File: src/rtl/evo_ctrl_pkg.sv
package evo_ctrl_pkg;
   localparam int N_SEL = 6;
   localparam int N_ECB = 8;

   typedef enum logic [1:0] {
      MK_RUN0 = 2'd0,
      MK_RUN1 = 2'd1,
      MK_BIN  = 2'd2,
      MK_RSV  = 2'd3
   } mask_kind_e;

   // table address layout, LSB last field
   typedef struct packed {
      logic [1:0] father;
      logic [1:0] mother;
      logic [1:0] rnd;
      logic [1:0] mask;
   } ecb_addr_t;
endpackage

File: src/rtl/evo_sel_lut.sv
module evo_sel_lut #(
   parameter int N_TBL  = 6,
   parameter int ADDR_W = 8
) (
   input  logic                      clk,
   input  logic                      rst_n,
   input  logic                      wr_en,
   input  logic [$clog2(N_TBL)-1:0]  wr_tbl,
   input  logic [ADDR_W-1:0]         wr_addr,
   input  logic                      wr_data,
   input  logic [ADDR_W-1:0]         rd_addr,
   output logic [N_TBL-1:0]          rd_bits
);
   localparam int TBL_W   = $clog2(N_TBL);
   localparam int ENTRIES = 1 << ADDR_W;

   if (N_TBL < 2)   $error("evo_sel_lut: N_TBL must be at least 2");
   if (ADDR_W > 10) $error("evo_sel_lut: ADDR_W too large for flop tables");

   for (genvar g = 0; g < N_TBL; g++) begin : g_tbl
      logic [ENTRIES-1:0] tbl;
      // only table indices that exist are decoded
      always_ff @(posedge clk or negedge rst_n) begin
         if (!rst_n)
            tbl <= '0;
         else if (wr_en && (wr_tbl == TBL_W'(g)))
            tbl[wr_addr] <= wr_data;
      end
      assign rd_bits[g] = tbl[rd_addr];
   end
endmodule

File: src/rtl/evo_rand_bits.sv
module evo_rand_bits #(
   parameter int N_BITS = 2,
   parameter int RND_W  = 10
) (
   input  logic [N_BITS*RND_W-1:0]     rnd,
   input  logic [N_BITS*(RND_W+1)-1:0] prob,
   output logic [N_BITS-1:0]           hit
);
   localparam int PW = RND_W + 1;

   if (RND_W < 2) $error("evo_rand_bits: RND_W too small");

   // strict compare, so full scale (1 << RND_W) always hits
   for (genvar g = 0; g < N_BITS; g++) begin : g_cmp
      assign hit[g] = ({1'b0, rnd[g*RND_W +: RND_W]} < prob[g*PW +: PW]);
   end
endmodule

File: src/rtl/evo_mask_expander.sv
module evo_mask_expander
   import evo_ctrl_pkg::*;
#(
   parameter int DEPTH = 4,
   parameter int ARG_W = 16
) (
   input  logic             clk,
   input  logic             rst_n,
   input  logic             push_valid,
   input  logic [1:0]       push_kind,
   input  logic [ARG_W-1:0] push_arg,
   output logic             push_ready,
   output logic             bit_avail,
   output logic             bit_val,
   input  logic             bit_take
);
   localparam int PTR_W = (DEPTH > 1) ? $clog2(DEPTH) : 1;
   localparam int CNT_W = $clog2(DEPTH + 1);

   if (DEPTH < 1)  $error("evo_mask_expander: DEPTH must be at least 1");
   if (ARG_W < 2)  $error("evo_mask_expander: ARG_W too small");

   typedef struct packed {
      logic [1:0]       kind;
      logic [ARG_W-1:0] arg;
   } cmd_t;

   cmd_t              q [DEPTH];
   logic [PTR_W-1:0]  wp, rp;
   logic [CNT_W-1:0]  cnt;

   logic              active, cur_bin, cur_one;
   logic [ARG_W-1:0]  shift, left;
   logic              is_run, keep, store, pop, last;
   cmd_t              head;

   assign push_ready = (cnt != CNT_W'(DEPTH));
   assign is_run     = (push_kind == MK_RUN0) || (push_kind == MK_RUN1);
   // empty runs and reserved kinds are swallowed at the door
   assign keep       = is_run ? (push_arg != '0) : (push_kind == MK_BIN);
   assign store      = push_valid && push_ready && keep;
   assign last       = (left == ARG_W'(1));
   assign pop        = (!active || (bit_take && last)) && (cnt != '0);
   assign head       = q[rp];

   function automatic logic [PTR_W-1:0] nxt(input logic [PTR_W-1:0] p);
      return (p == PTR_W'(DEPTH - 1)) ? '0 : p + PTR_W'(1);
   endfunction

   always_ff @(posedge clk) begin
      if (store) q[wp] <= '{kind: push_kind, arg: push_arg};
   end

   always_ff @(posedge clk or negedge rst_n) begin
      if (!rst_n) begin
         wp      <= '0;
         rp      <= '0;
         cnt     <= '0;
         active  <= 1'b0;
         cur_bin <= 1'b0;
         cur_one <= 1'b0;
         shift   <= '0;
         left    <= '0;
      end else begin
         if (store) wp <= nxt(wp);
         if (pop)   rp <= nxt(rp);
         cnt <= cnt + CNT_W'(store) - CNT_W'(pop);
         if (pop) begin
            active  <= 1'b1;
            cur_bin <= (head.kind == MK_BIN);
            cur_one <= (head.kind == MK_RUN1);
            shift   <= head.arg;
            left    <= (head.kind == MK_BIN) ? ARG_W'(ARG_W) : head.arg;
         end else if (bit_take) begin
            if (last) active <= 1'b0;
            left  <= left - ARG_W'(1);
            shift <= shift >> 1;
         end
      end
   end

   // runs repeat one value, packed words shift out LSB first
   assign bit_avail = active;
   assign bit_val   = cur_bin ? shift[0] : cur_one;
endmodule

File: src/rtl/evo_ctrl_gen.sv
module evo_ctrl_gen
   import evo_ctrl_pkg::*;
#(
   parameter int MASK_DEPTH = 4,
   parameter int ARG_W      = 16,
   parameter int RND_W      = 10
) (
   input  logic                 clk,
   input  logic                 rst_n,
   input  logic                 lut_we,
   input  logic [2:0]           lut_sel,
   input  logic [N_ECB-1:0]     lut_addr,
   input  logic                 lut_wdata,
   input  logic [RND_W:0]       prob1,
   input  logic [RND_W:0]       prob2,
   input  logic [2*RND_W-1:0]   rnd_word,
   input  logic                 cmd_valid,
   input  logic                 cmd_chan,
   input  logic [1:0]           cmd_kind,
   input  logic [ARG_W-1:0]     cmd_arg,
   output logic                 cmd_ready,
   input  logic                 gene_valid,
   input  logic [1:0]           mother_flags,
   input  logic [1:0]           father_flags,
   output logic                 gene_ready,
   output logic                 sel_valid,
   output logic [N_SEL-1:0]     sel_word
);
   localparam int N_CH = 2;

   if ($clog2(N_SEL) != 3) $error("evo_ctrl_gen: lut_sel width mismatch");

   logic [N_CH-1:0]  ch_rdy, ch_avail, ch_bit;
   logic [1:0]       rbit;
   logic             accept;
   ecb_addr_t        addr_s;
   logic [N_SEL-1:0] lut_bits;

   // one expander per mask channel
   for (genvar c = 0; c < N_CH; c++) begin : g_ch
      evo_mask_expander #(.DEPTH(MASK_DEPTH), .ARG_W(ARG_W)) u_exp (
         .clk        (clk),
         .rst_n      (rst_n),
         .push_valid (cmd_valid && (cmd_chan == 1'(c))),
         .push_kind  (cmd_kind),
         .push_arg   (cmd_arg),
         .push_ready (ch_rdy[c]),
         .bit_avail  (ch_avail[c]),
         .bit_val    (ch_bit[c]),
         .bit_take   (accept)
      );
   end

   assign cmd_ready  = ch_rdy[cmd_chan];
   assign gene_ready = &ch_avail;
   assign accept     = gene_valid && gene_ready;

   evo_rand_bits #(.N_BITS(2), .RND_W(RND_W)) u_rnd (
      .rnd  (rnd_word),
      .prob ({prob2, prob1}),
      .hit  (rbit)
   );

   always_comb begin
      addr_s.mask   = ch_bit;
      addr_s.rnd    = rbit;
      addr_s.mother = mother_flags;
      addr_s.father = father_flags;
   end

   evo_sel_lut #(.N_TBL(N_SEL), .ADDR_W(N_ECB)) u_lut (
      .clk     (clk),
      .rst_n   (rst_n),
      .wr_en   (lut_we),
      .wr_tbl  (lut_sel),
      .wr_addr (lut_addr),
      .wr_data (lut_wdata),
      .rd_addr (addr_s),
      .rd_bits (lut_bits)
   );

   // one register stage from accepted gene to select word
   always_ff @(posedge clk or negedge rst_n) begin
      if (!rst_n) begin
         sel_valid <= 1'b0;
         sel_word  <= '0;
      end else begin
         sel_valid <= accept;
         if (accept) sel_word <= lut_bits;
      end
   end
endmodule

File: config.mk
export PLATFORM = sky130hd
export DESIGN_NAME = evo_ctrl_gen
export DESIGN_NICKNAME = d
export VERILOG_FILES = /design/src/rtl/evo_ctrl_pkg.sv /design/src/rtl/evo_sel_lut.sv /design/src/rtl/evo_rand_bits.sv /design/src/rtl/evo_mask_expander.sv /design/src/rtl/evo_ctrl_gen.sv
export SDC_FILE = /design/constraint.sdc
export NUM_CORES = 2
export LEC_CHECK = 0
export CELL_PAD_IN_SITES_DETAIL_PLACEMENT = 1
export CELL_PAD_IN_SITES_GLOBAL_PLACEMENT = 2
export CORE_ASPECT_RATIO = 1.5
export CORE_UTILIZATION = 39
export CTS_CLUSTER_SIZE = 8
export DETAILED_ROUTE_END_ITERATION = 6
export PLACE_DENSITY_LB_ADDON = 0.2
export SLEW_MARGIN = 10
export SYNTH_ARGS = -nofsm -noshare
export SYNTH_HDL_FRONTEND = slang
export SYNTH_SLANG_ARGS = --single-unit
File: constraint.sdc
create_clock -name clk -period 3.75 [get_ports clk]
set_clock_uncertainty 0.15 [all_clocks]
set_input_delay 0.5625 -clock clk [delete_from_list [all_inputs] [get_ports clk]]
set_output_delay 0.5625 -clock clk [all_outputs]
set_load 0.01 [all_outputs]
After elaboration in Yosys (flattened, before gate mapping)
Memory sizes are Yosys's and may differ from the RTL's. Index checks and enable logic that the tools add are counted.

Bits of input ports: 82. Memories kept: 2. RAM bits: 144. Bits in registers: 1627.

$add $sub $neg: 10. Reduce and logical (&&, ||, !) cells: 35. Multiplexer cells: 49. Equality and inequality tests: 19. Bitwise logic cells: 1. Order comparisons: 6.

Memory list: g_ch[0].u_exp.q (words 4, bits a word 18, rd ports 1, clocked after Yosys merged registers in 0, write ports 1, line evo_mask_expander.sv:28) `cmd_t q [DEPTH];`; g_ch[1].u_exp.q (words 4, bits a word 18, rd ports 1, clocked after Yosys merged registers in 0, write ports 1, line evo_mask_expander.sv:28).

Operator list (count): bitwise mux 256 bit (6); 2-to-1 mux 16 bit (10); binary-select mux 1 bit (select 8 bit) (6); equality test 16 x 1 -> 1 bit, second input constant (2); subtractor 16 x 1 -> 16 bit, second input constant (2); less-than comparator 10 x 11 -> 1 bit (2); 2-to-1 mux 1 bit (22); logical AND 1 bit (18); less-than comparator 8 x 9 -> 1 bit, second input constant (2); nonzero test 16 bit (1); equality test 2 bit, second input constant (7); adder 2 x 1 -> 2 bit, second input constant (4); demux 1 bit (select 8 bit) (1); >= comparator 8 x 1 -> 1 bit, second input constant (1); 2-to-1 mux 2 bit (4); nonzero test 2 bit (4); adder 3 x 1 -> 3 bit (2); equality test 2 x 1 -> 1 bit, second input constant (3); equality test 3 x 2 -> 1 bit, second input constant (2); equality test 3 bit, second input constant (2); inequality test 3 bit, second input constant (2); AND reduction 2 bit (3); nonzero test 3 bit (2); subtractor 3 x 1 -> 3 bit (2); other kinds (7) (10).

Longest topological paths before layout
Depth after elaboration: 7. Depth in mapped cells: 18. Mapped depth without buffers: 13.

Hierarchy
From an unflattened synthesis, not the netlist that was laid out.

Cell total of the unflattened synthesis: 7757. Area total of the unflattened synthesis: 87341.3 µm².

By module, submodules not included: evo_sel_lut (area each 76743.6 µm², cells an instance 7020, seq. area each 38436.9 µm², times used 1); evo_mask_expander (area each 4917.2 µm², cells an instance 327, seq. area each 3213.1 µm², times used 2); evo_rand_bits (area each 467.9 µm², cells an instance 64, seq. area each 0.0 µm², times used 1); evo_ctrl_gen (area each 295.3 µm², cells an instance 19, seq. area each 175.2 µm², times used 1).

Least setup slack after synthesis
No wires, ideal clock.

Path type: register to register. Start point: reg g_ch[0].u_exp.left[7]. End point: reg g_ch[0].u_exp.cnt[2]. Stages on the path, launching flop included: 16. Arrival time: 3.478 ns. Slack: -0.003 ns. Path buffers: 2. Library setup time: 0.125 ns. Path through: dfrtp_1 -> or4_1 -> nor4_1 -> nand2b_1 -> or4_1 -> o21ai_0 -> o31a_1 -> buf_2 -> buf_2 -> ha_1 -> inv_1 -> ha_1 -> inv_1 -> fa_1 -> xnor2_1 -> xnor2_1.

Cells in the longest elaborated chain, start to end: 5.

RTL lines: start: declaration (line evo_mask_expander.sv:33) `logic [ARG_W-1:0] shift, left;`; start signal: assignment (line evo_mask_expander.sv:73) `left <= (head.kind == MK_BIN) ? ARG_W'(ARG_W) : head.arg;`; start signal: assignment (line evo_mask_expander.sv:76) `left <= left - ARG_W'(1);`; equality test 16 x 1 -> 1 bit (line evo_mask_expander.sv:42) `assign last = (left == ARG_W'(1));`; logical AND 1 bit (line evo_mask_expander.sv:43) `assign pop = (!active || (bit_take && last)) && (cnt != '0);`; logical OR 1 bit (line evo_mask_expander.sv:43); logical AND 1 bit (line evo_mask_expander.sv:43); via g_ch[0].u_exp.pop (line evo_mask_expander.sv:34) `logic is_run, keep, store, pop, last;`; subtractor 3 x 1 -> 3 bit (line evo_mask_expander.sv:67) `cnt <= cnt + CNT_W'(store) - CNT_W'(pop);`; end signal: assignment (line evo_mask_expander.sv:67); end: declaration (line evo_mask_expander.sv:30) `logic [CNT_W-1:0] cnt;`.

The timed path passes the listed nets, and every way through them passes these cells. A chain may end at the register's enable or synchronous reset.

Worst setup path after layout
Start point: reg g_ch[1].u_exp.cur_bin. End point: reg sel_word[3].

Cells in the longest elaborated chain, start to end: 3.

RTL lines: start: declaration (line evo_mask_expander.sv:32) `logic active, cur_bin, cur_one;`; start signal: assignment (line evo_mask_expander.sv:70) `cur_bin <= (head.kind == MK_BIN);`; 2-to-1 mux 1 bit (line evo_mask_expander.sv:84) `assign bit_val = cur_bin ? shift[0] : cur_one;`; binary-select mux 1 bit (select 8 bit) (line evo_sel_lut.sv:29) `assign rd_bits[g] = tbl[rd_addr];`; 2-to-1 mux 1 bit (not written as such) (line evo_sel_lut.sv:29); end signal: assignment (line evo_ctrl_gen.sv:89) `if (accept) sel_word <= lut_bits;`; end: declaration (line evo_ctrl_gen.sv:27) `output logic [N_SEL-1:0] sel_word`.

Every way passes these cells. The select of a mux whose other input is x is not followed.

==> impl.org <==
** Min path
- Worst min path class :: primary input to async pin

** Floorplan
- IO Count :: 91
- Horizontal die dimension :: ~390 µm
- Starting Density :: 0.392
- The die covers about 230000 µm².
- Num rows :: between 200 and 250
- In this run the standard cell core region covers 224000 µm².
- From bottom edge to top edge, the die measures approximately 580 µm.

** Cells and area
- Counting the fill cells in the layout gives roughly 24000.
- Compared with the post-synthesis result, the final layout area differs by 16.7%.
- Of the cells placed in the final design, the portion with a size suffix greater than 1 is 0.269.
- Final std cells w/o fill :: about 11000
- The net count of the finished layout is roughly 8500.

** Timing
- Headroom to the max-slew limit came out at 0.0929.
- Clock period minus final worst setup slack :: 3.68 ns
- Setup repair after global routing missed its margin :: yes
- Worst-Margin Slew :: 1.36 ns
- Timing would allow up to between 200 and 300 MHz.
- Count of pins over their slew limit :: 0
- Final hold analysis gives a worst-case slack of 0.133 ns.
- Final number of hold-violating endpoints :: 0
- Adding up every negative setup slack in the final design gives 0 ns.
- Setup violations remaining at the end of the flow were counted as 0.
- Post-route fraction of the period consumed by the critical path :: 0.981

** Worst setup path
- Critical Path RT :: ~4.4 ns
- The signal on the critical path passes through mux2_8, buf_12, buf_4, buf_12, mux4_2, nand2_1, buf_12, nand2_1, o221ai_1, a221oi_1, or4_1.
- Length in cells of the worst reg-to-reg path :: 11
- In this run the critical register-to-register path is launched from g_ch[1].u_exp.cur_bin.
- STA classifies the critical path endpoint as a register.
- Setup CP Type :: register to register
- Tracing the worst setup path back leads to its startpoint at g_ch[1].u_exp.cur_bin.
- Worst reg2reg setup slack :: just over 0.07 ns
- At the worst endpoint, the arrival time is ~4.3 ns.
- Maximum net fanout on the critical path :: 20
- Worst setup SP type :: register
- Worst reg2reg endpoint :: sel_word[3]
- Max stage delay cell, worst path :: sky130_fd_sc_hd__mux4_2
- Cell mode on critical path :: sky130_fd_sc_hd__buf_12
- On the worst path, the slowest cell contributes a delay of 0.57 ns.

** GRT
- Maximum number of pins on one net before global-route repair :: slightly below 200
- Global-route congestion overflow total :: 0
- The first global-routing pass estimated approximately 510000 µm of wire.
- For this run, the total global-route usage over all layers was measured as 0.302.
- Number of global-route vias before repair :: approximately 73000
- The initial antenna violation count came to 12.

** Route
- In this run the remaining antenna-violating nets after routing total 0.
- Routed via count :: a little under 70000
- The detailed router finished its first iteration with about 4600 violations.
- The routed design has roughly 340000 µm of wire.
- In the routed layout, each cell is associated on average with a via count of about 5.9.
- Before antenna repair, the detailed router went through 5 iterations.
- Wirelength per Cell :: ~30 µm
- Detailed-route DRC error count :: 0

** Synth
- Most area-consuming cells after synthesis :: sky130_fd_sc_hd__dfrtp_1, sky130_fd_sc_hd__mux2_2, sky130_fd_sc_hd__mux4_2
- After synthesis the cells add up to between 80000 and 90000 µm².
- sky130_fd_sc_hd__dfrtp_1 takes more of the synthesized area than any other cell.
- Most common flop cell mapped by yosys :: sky130_fd_sc_hd__dfrtp_1
- Post-synthesis async set-or-reset flop share :: 0.919
- Register bit count reported by yosys :: around 1800
- The share of synthesized area in the top cell type comes to 0.463.
- Most numerous cell types in the synthesized netlist :: sky130_fd_sc_hd__nand2_1, sky130_fd_sc_hd__dfrtp_1, sky130_fd_sc_hd__mux2_2
- Register area share after synthesis :: 0.512
- Averaged over all synthesized cells, the footprint is between 10 and 15 µm².
- Among all cell types in the netlist, the one instantiated most often is sky130_fd_sc_hd__nand2_1.
- Yosys mapped a number of flops with a built-in enable equal to 144.
- Number of different library cells in the post-synthesis netlist :: between 70 and 80
- Post-synthesis cell count :: just over 8000
- Synthesis warning total :: 0
- Synthesis produced a netlist with a net count of about 8200.

** Flow run
- Max-cap violations in this run came to 0.

** Placement
- Placed insts :: ~11000
- The congestion estimate from routability-driven global placement came to around 0.92.
- Port Buf Inserts :: 90
- Once detailed placement completed, the half-perimeter wirelength came to 236000 µm.

** Clock tree
- Clock tree synthesis inserted a total of approximately 250 buffers.
- No sink is reached through more buffers than the 4 on the longest clock path.
- TritonCTS built the clock tree.
- Clock Tree Root :: sky130_fd_sc_hd__clkbuf_16
- Clock-pin slew reported for the worst setup and hold paths after clock tree synthesis :: about 0.050 ns
- Worst-Skew Late Latency :: a little under 0.9 ns
- CTS HTree Levels :: 4
- The clock net in this run drives a total of ~1800 sinks.

** Power
- For this design the static power due to leakage is between 40 and 50 nW.
- Across the VDD grid, the largest voltage drop is 452 µV.
- Power spread over the standard cell area amounts to about 450 nW/µm².

** Outcome
- The run finished with clean final reports.
[sequential cells by signal, summed over array words and instances, names as in the netlist]
name,cells
g_ch.u_exp.left,32
g_ch.u_exp.wp,4
g_ch.u_exp.rp,4
g_ch.u_exp.shift,32
g_ch.u_exp.cur_bin,2
sel_valid,1
sel_word,6
g_ch.u_exp.cur_one,2
g_ch.u_exp.bit_avail,2
g_ch.u_exp.cnt,6
g_ch.u_exp.q,144
u_lut.g_tbl.tbl,1536
[stage by stage]
step / total power, mW / utilization / area (µm²) / setup slack, ns
finish: 46.4 / 0.458 / 103000 / 0.0725
global route: 47.9 / 0.458 / 103000 / -0.00120
CTS: 46.8 / 0.457 / 103000 / 0.00179
detailed placement: 26.6 / 0.428 / 96100 / -0.883
global placement: 26.5 / 0.428 / 96100 / -0.859
floorplan: 23.7 / - / 88000 / 0.0463
[logic make-up (layout without fill, tap and decap cells)]
family,Yosys count,count (layout),synth area share
xor gates and xnor gates,32,32,0.00319
adders and majority gates,38,38,0.00558
muxes,1516,1516,0.239
DFF,1771,1771,0.512
other,0,2,0
buffers and inverters,686,1008,0.0354
AOI/OAI and AO/OA,812,812,0.0516
and+or+nand+nor,3255,3255,0.153
[where the power goes]
| part | switching (mW) | total, mW | internal, mW |
|---|---|---|---|
| sequential | 0.356 | 20.2 | 19.9 |
| combinational | 3.72 | 6.16 | 2.44 |
| clock | 8.41 | 20.1 | 11.6 |
| total | 12.5 | 46.4 | 33.9 |
[per-layer routing]
layer,GRT usage,vias to the layer above,wire length (µm)
met5,0,-,86
met4,0.172,14,22200
met3,0.0404,742,16000
met2,0.519,1876,172000
met1,0.363,35900,133000
li1,-,28900,-
[area by class of cell]
type                            count  area [µm²]  share of cell area
Sequential cell                  1771       45000               0.439
Multi-Input combinational cell   5653       40100               0.390
Timing Repair Buffer              684        7230              0.0704
Clock buffer                      274        6350              0.0618
Tap cell                         3010        3770              0.0367
Inverter                           44         165             0.00161
Clock inverter                      6        71.3            0.000695
Antenna cell                        2        5.00           0.0000487
[layout by cell type, fill, tap and decap left out, drive strengths merged, types with 15 or more instances in the layout]
master,netlist,final
a31oi,38,38
xnor2,26,26
edfxtp,144,144
buf,194,596
nor3,30,30
nand4,16,16
clkbuf,448,274
nand2b,17,17
dfrtp,1627,1627
inv,44,46
nor4,15,15
o21ai,611,611
mux2i,137,137
and3,29,29
ha,36,36
mux2,1015,1015
clkdlybuf4s50,0,86
nor2,558,558
a21oi,45,45
nand3,683,683
mux4,364,364
a311oi,17,17
nand2,1864,1864
[how the worst max path moves through the flow]
stage / endpoint / depth (start not counted)
2_1_floorplan: g_ch[0].u_exp.cnt[2] / 15
3_3_place_gp: sel_word[3] / 15
3_5_place_dp: sel_word[3] / 15
4_1_cts: g_ch[0].u_exp.cnt[2] / 14
5_1_grt: g_ch[0].u_exp.cnt[2] / 14
6_report: sel_word[3] / 11
[critical path, delay by kind of cell, from the launching register on]
kind / cells / cell delay, ns
mux: 2 / 0.95
simple gates: 3 / 0.79
buf+inv: 4 / 0.73
compound gates: 2 / 0.48
flops: 1 / 0.40
[what timing repair did]
item,in CTS,in global routing
pin swaps,0,3
gates resized for setup,0,8
hold buffers,2,0
buffers inserted,5,4
endpoints found under the hold margin,106,0
endpoints found under the setup margin,1,6
(Power assumes the default switching activity.)
